--- src/rtl/pmul_pkg.sv ---
package pmul_pkg;
  localparam int unsigned LANE_W_DEF = 16;
  localparam int unsigned LANES_DEF  = 4;

  typedef enum logic [1:0] {
    OP_MUL_LO = 2'b00,
    OP_MUL_HI = 2'b01,
    OP_MADD   = 2'b10,
    OP_BAD    = 2'b11
  } op_e;
endpackage

--- src/rtl/pmul_lane_mul.sv ---
module pmul_lane_mul #(
  parameter int unsigned W = 16
) (
  input  logic [W-1:0]   a_i,
  input  logic [W-1:0]   b_i,
  output logic [2*W-1:0] prod_o
);
  logic signed [2*W-1:0] prod_s;
  assign prod_s = $signed(a_i) * $signed(b_i);
  assign prod_o = prod_s;
endmodule

--- src/rtl/pmul_prod_stage.sv ---
module pmul_prod_stage
  import pmul_pkg::*;
#(
  parameter int unsigned W     = LANE_W_DEF,
  parameter int unsigned LANES = LANES_DEF,
  localparam int unsigned DW   = W * LANES,
  localparam int unsigned PW   = 2 * W * LANES
) (
  input  logic          clk_i,
  input  logic          rst_ni,
  input  logic          take_i,
  input  op_e           op_i,
  input  logic [DW-1:0] a_i,
  input  logic [DW-1:0] b_i,
  output logic          vld_o,
  output op_e           op_o,
  output logic [PW-1:0] prod_o
);
  logic [PW-1:0] prod_d;

  for (genvar l = 0; l < LANES; l++) begin : g_lane
    pmul_lane_mul #(.W(W)) u_mul (
      .a_i   (a_i[l*W +: W]),
      .b_i   (b_i[l*W +: W]),
      .prod_o(prod_d[l*2*W +: 2*W])
    );
  end

  always_ff @(posedge clk_i or negedge rst_ni) begin
    if (!rst_ni) begin
      vld_o  <= 1'b0;
      op_o   <= OP_MUL_LO;
      prod_o <= '0;
    end else begin
      vld_o <= take_i;
      if (take_i) begin
        op_o   <= op_i;
        prod_o <= prod_d;
      end
    end
  end
endmodule

--- src/rtl/pmul_combine.sv ---
module pmul_combine
  import pmul_pkg::*;
#(
  parameter int unsigned W     = LANE_W_DEF,
  parameter int unsigned LANES = LANES_DEF,
  localparam int unsigned DW   = W * LANES,
  localparam int unsigned PW   = 2 * W * LANES,
  localparam int unsigned PAIRS = LANES / 2
) (
  input  op_e           op_i,
  input  logic [PW-1:0] prod_i,
  output logic [DW-1:0] res_o,
  output logic          bad_o
);
  always_comb begin
    res_o = '0;
    bad_o = 1'b0;
    unique case (op_i)
      OP_MUL_LO:
        for (int l = 0; l < LANES; l++) res_o[l*W +: W] = prod_i[l*2*W +: W];
      OP_MUL_HI:
        for (int l = 0; l < LANES; l++) res_o[l*W +: W] = prod_i[l*2*W + W +: W];
      OP_MADD:
        for (int p = 0; p < PAIRS; p++)
          res_o[p*2*W +: 2*W] = prod_i[(2*p)*2*W +: 2*W] + prod_i[(2*p+1)*2*W +: 2*W];
      default: bad_o = 1'b1;
    endcase
  end
endmodule

--- src/rtl/pmul16x4.sv ---
module pmul16x4
  import pmul_pkg::*;
#(
  parameter int unsigned W     = LANE_W_DEF,
  parameter int unsigned LANES = LANES_DEF,
  localparam int unsigned DW   = W * LANES,
  localparam int unsigned PW   = 2 * W * LANES
) (
  input  logic          clk_i,
  input  logic          rst_ni,
  input  logic          in_valid_i,
  output logic          in_ready_o,
  input  logic [1:0]    op_i,
  input  logic [DW-1:0] src_a_i,
  input  logic [DW-1:0] src_b_i,
  output logic          out_valid_o,
  output logic [DW-1:0] result_o,
  output logic          op_err_o
);
  logic          take;
  logic          s1_vld;
  op_e           s1_op;
  logic [PW-1:0] s1_prod;
  logic [DW-1:0] comb_res;
  logic          comb_bad;

  assign take = in_valid_i & in_ready_o;

  pmul_prod_stage #(.W(W), .LANES(LANES)) u_prod (
    .clk_i (clk_i),
    .rst_ni(rst_ni),
    .take_i(take),
    .op_i  (op_e'(op_i)),
    .a_i   (src_a_i),
    .b_i   (src_b_i),
    .vld_o (s1_vld),
    .op_o  (s1_op),
    .prod_o(s1_prod)
  );

  pmul_combine #(.W(W), .LANES(LANES)) u_comb (
    .op_i  (s1_op),
    .prod_i(s1_prod),
    .res_o (comb_res),
    .bad_o (comb_bad)
  );

  always_ff @(posedge clk_i or negedge rst_ni) begin
    if (!rst_ni) begin
      in_ready_o  <= 1'b0;
      out_valid_o <= 1'b0;
      op_err_o    <= 1'b0;
      result_o    <= '0;
    end else begin
      in_ready_o  <= 1'b1;
      out_valid_o <= s1_vld;
      op_err_o    <= s1_vld & comb_bad;
      if (s1_vld) result_o <= comb_res;
    end
  end
endmodule

--- config.mk ---
export PLATFORM = sky130hd
export DESIGN_NAME = pmul16x4
export DESIGN_NICKNAME = d
export VERILOG_FILES = /design/src/rtl/pmul_pkg.sv /design/src/rtl/pmul_lane_mul.sv /design/src/rtl/pmul_prod_stage.sv /design/src/rtl/pmul_combine.sv /design/src/rtl/pmul16x4.sv
export SDC_FILE = /design/constraint.sdc
export NUM_CORES = 2
export LEC_CHECK = 0
export CAP_MARGIN = 20
export CORE_ASPECT_RATIO = 2
export CORE_UTILIZATION = 25
export DETAILED_ROUTE_END_ITERATION = 10
export DONT_BUFFER_PORTS = 1
export SYNTH_ARGS = -nofsm -noshare
export SYNTH_HDL_FRONTEND = slang
export SYNTH_HIERARCHICAL = 1
export SYNTH_SLANG_ARGS = --single-unit
export TNS_END_PERCENT = 10
--- constraint.sdc ---
create_clock -name clk_i -period 9.2 [get_ports clk_i]
set_clock_uncertainty 0.15 [all_clocks]
set_input_delay 0.46 -clock clk_i [delete_from_list [all_inputs] [get_ports clk_i]]
set_output_delay 0.46 -clock clk_i [all_outputs]
set_load 0.02 [all_outputs]
==> qor.yml <==
status:
  status: "complete, no violations"
synthesis:
  synthArstFlopShare_pct: 100.0
  syn_nets: 7038
  synth_cell_types: 85
  syn_area_per_cell_um2: 9.442
  synth_area_um2: 51600
  synth_warnings: 6
  ys_seq_elements: 198
  synth_ff_type: "dfrtp_1"
  synth-edff-count: 0
  ys_seq_area_share_pct: 9.603
  synthCells: 5465
worst_setup_path:
  endpoint_kind: "register"
  worst_setup_path_start_kind: "input port"
  critPathArrivalTime_ns: 6.41
  critPathMaxFanout: 16
  required_ns: 9.46
  critPathKind: "input port to register"
clock_tree:
  insertion_delay_ns: 0.51
  cts_tree: "built"
  clk_path_buf_depth: 2
  cts_max_level: 4
  numCtsBuffers: 17
  clk_pin_slew_worst_paths_ns: 0.09
  cts_resized: 0
  cts_sinks: 198
  cts-root-buf: "clkbuf_16"
floorplanning:
  dieArea_um2: 208300
  rows: 235
  die_x_um: 323.2
  core-area_um2: 204900
  die_h_um: 644.5
  top_level_ports: 200
  start_util_pct: 25.18
timing:
  setup_slack_ns: 3.042
  fmax_ghz: 0.1624
  fin_crit_ns: 6.158
  fin_tns_setup_ns: 0
  finalCritPeriodShare_pct: 66.93
  setup_viol: 0
  tightest_slew_ns: 1.126
  final_max_slew_viol_count: 0
  rsz0062_at_grt: "false"
  relSlewSlack_pct: 24.91
  whs_ns: 0.07554
  hold_viol_final: 0
finish:
  nNetsFinal: 6880
  register_area_um2: 4961
  multiInputGateArea_um2: 41360
  syn2layout_area_growth_pct: 6.470
  nFillCells: 21668
  drive_gt1_share_pct: 5.564
grt:
  antenna_found_initial: 8
  overflow: 0
  grt_max_degree: 199
  grt_pass1_wl_mm: 247.9
  gr-usage-all-layers_pct: 15.90
  grt_pass1_vias: 42081
place:
  dpl.hpwl_mm: 138.7
  io_buffers: 0
  place_congestion: 0.9302
  pre_cts_slack_ns: 2.533
route:
  drtIter0Drc: 1737
  drc: 0
  ant_nets: 0
  firstDrtPassIters: 7
  finalWirelength_mm: 162.0
  vias: 37071
  viasPerCell: 4.605
  routedWlPerCell_um: 20.12
hold_path:
  hp-class: "input port to register"
flow_run:
  drv_cap: 0
==> cells by family after synthesis <==
logic type      Yosys count  share of synthesized area [%]
flops                   198                          9.603
fa+ha+maj              1440                          50.20
other cells               1                       0.007268
xor+xnor                176                          2.987
mux                     233                          5.349
simple gates           1477                          14.31
buf+inv                1377                          10.27
compound gates          563                          7.280
==> flip-flops by register name, summed over array words and instances (netlist names) <==
name,flops
in_ready_o,1
u_prod/prod_o,128
u_prod/op_o,2
u_prod/vld_o,1
out_valid_o,1
result_o,64
op_err_o,1
==> metal layers <==
layer  up-vias  GRT usage, %  wire length [um]
met5         -             0                22
met4         4         10.76             12260
met3       413         3.504              9156
met2       936         30.21             88420
met1     19269         14.85             52120
li1      16449             -                 -
==> critical path, stage by stage <==
cell      delay (ns)
nand2_1         0.11
inv_1           0.10
fa_1            0.64
fa_1            0.85
fa_1            0.52
fa_1            0.50
fa_1            0.49
inv_1           0.05
fa_1            0.48
inv_1           0.05
ha_1            0.35
a21o_1          0.22
a21o_1          0.18
a21oi_1         0.20
o21ai_0         0.18
nor3_4          0.28
a21boi_1        0.13
o311a_1         0.35
mux2_2          0.26
==> timing repair <==
| action | in CTS | in global routing |
|---|---|---|
| endpoints found under the hold margin | 200 | 0 |
| hold buffers | 4 | 0 |
| setup buffers | 0 | 0 |
==> synthesized netlist by cell type, types with 7 or more instances <==
| cell | n | area share, % |
|---|---|---|
| inv_1 | 1182 | 8.6 |
| fa_1 | 1050 | 41 |
| nand2_1 | 600 | 4.4 |
| and2_1 | 501 | 6.1 |
| ha_1 | 390 | 9.5 |
| dfrtp_1 | 198 | 9.6 |
| clkbuf_1 | 162 | 1.2 |
| nor2_1 | 147 | 1.1 |
| mux2_2 | 145 | 3.2 |
| a21oi_1 | 140 | 1.4 |
| o21ai_0 | 134 | 1.3 |
| xnor2_1 | 127 | 2.2 |
| a21o_1 | 60 | 0.87 |
| mux2_4 | 49 | 1.4 |
| xor2_1 | 49 | 0.83 |
| nor3_1 | 43 | 0.42 |
| mux2i_1 | 38 | 0.74 |
| nand3_1 | 36 | 0.35 |
| nand2b_1 | 30 | 0.36 |
| o21a_1 | 29 | 0.42 |
| and3_1 | 21 | 0.25 |
| nand4_1 | 21 | 0.25 |
| a22oi_1 | 19 | 0.28 |
| a211oi_1 | 17 | 0.25 |
| buf_6 | 16 | 0.35 |
| o211ai_1 | 16 | 0.23 |
| o21bai_1 | 16 | 0.23 |
| nand3b_1 | 15 | 0.22 |
| a211o_1 | 11 | 0.19 |
| a31oi_1 | 11 | 0.13 |
| buf_1 | 11 | 0.080 |
| o31ai_1 | 11 | 0.16 |
| nor3b_1 | 9 | 0.13 |
| o2111ai_1 | 9 | 0.15 |
| nor2b_1 | 8 | 0.097 |
| a21boi_0 | 7 | 0.10 |
| a311o_1 | 7 | 0.14 |
| o22ai_1 | 7 | 0.085 |
| or2_2 | 7 | 0.085 |
==> metrics by stage <==
step / instance area [um^2] / util [%] / cells
2_1_floorplan: 51600 / - / 5465
6_report: 54940 / 26.81 / 8050
3_5_place_dp: 54260 / 26.48 / 8009
3_3_place_gp: 54260 / 26.48 / 8009
4_1_cts: 54920 / 26.80 / 8045
5_1_grt: 54920 / 26.80 / 8045
==> final timing paths <==
path	start	endpoint	slack (ns)	cells after the start
setup / recovery	src_b_i[49]	u_prod/prod_o[127]	3.04	19
hold / removal	src_b_i[32]	u_prod/prod_o[64]	0.08	2
setup reg to reg	u_prod/prod_o[4]	result_o[25]	4.89	11
hold reg to reg	u_prod/prod_o[78]	u_prod/prod_o[78]	0.40	1
max in group asynchronous	rst_ni	u_prod/op_o[0]	7.46	2
min in group asynchronous	rst_ni	in_ready_o	0.49	2
==> layout make-up <==
cell class / count / share of cell area, %
Antenna cell: 5 / 0.02278
Clock buffer: 18 / 0.7812
Clock inverter: 14 / 0.3143
Inverter: 1183 / 8.083
Multi-Input combinational cell: 3890 / 75.28
Sequential cell: 198 / 9.030
Tap cell: 2725 / 6.206
Timing Repair Buffer: 17 / 0.2824
==> layout by cell type, fill, tap and decap left out, types with 13 or more instances in the layout <==
master     count
dfrtp_1      195
a22oi_1       19
xnor2_1      127
o211ai_1      16
fa_1        1050
mux2_4        49
nand2_1      600
o21ai_0      134
nand3_1       36
mux2i_1       38
a211oi_1      17
and2_1       500
nor3_1        43
and3_1        21
inv_1       1182
a21o_1        60
o21a_1        29
o21bai_1      16
ha_1         390
mux2_2       145
xor2_1        49
buf_4         13
nand3b_1      15
clkbuf_16     17
nor2_1       146
nand2b_1      30
a21oi_1      140
nand4_1       21
Power is left out: the tool's default activity adds up to more than one toggle a clock period on the data nets, which glitch-free logic cannot reach.
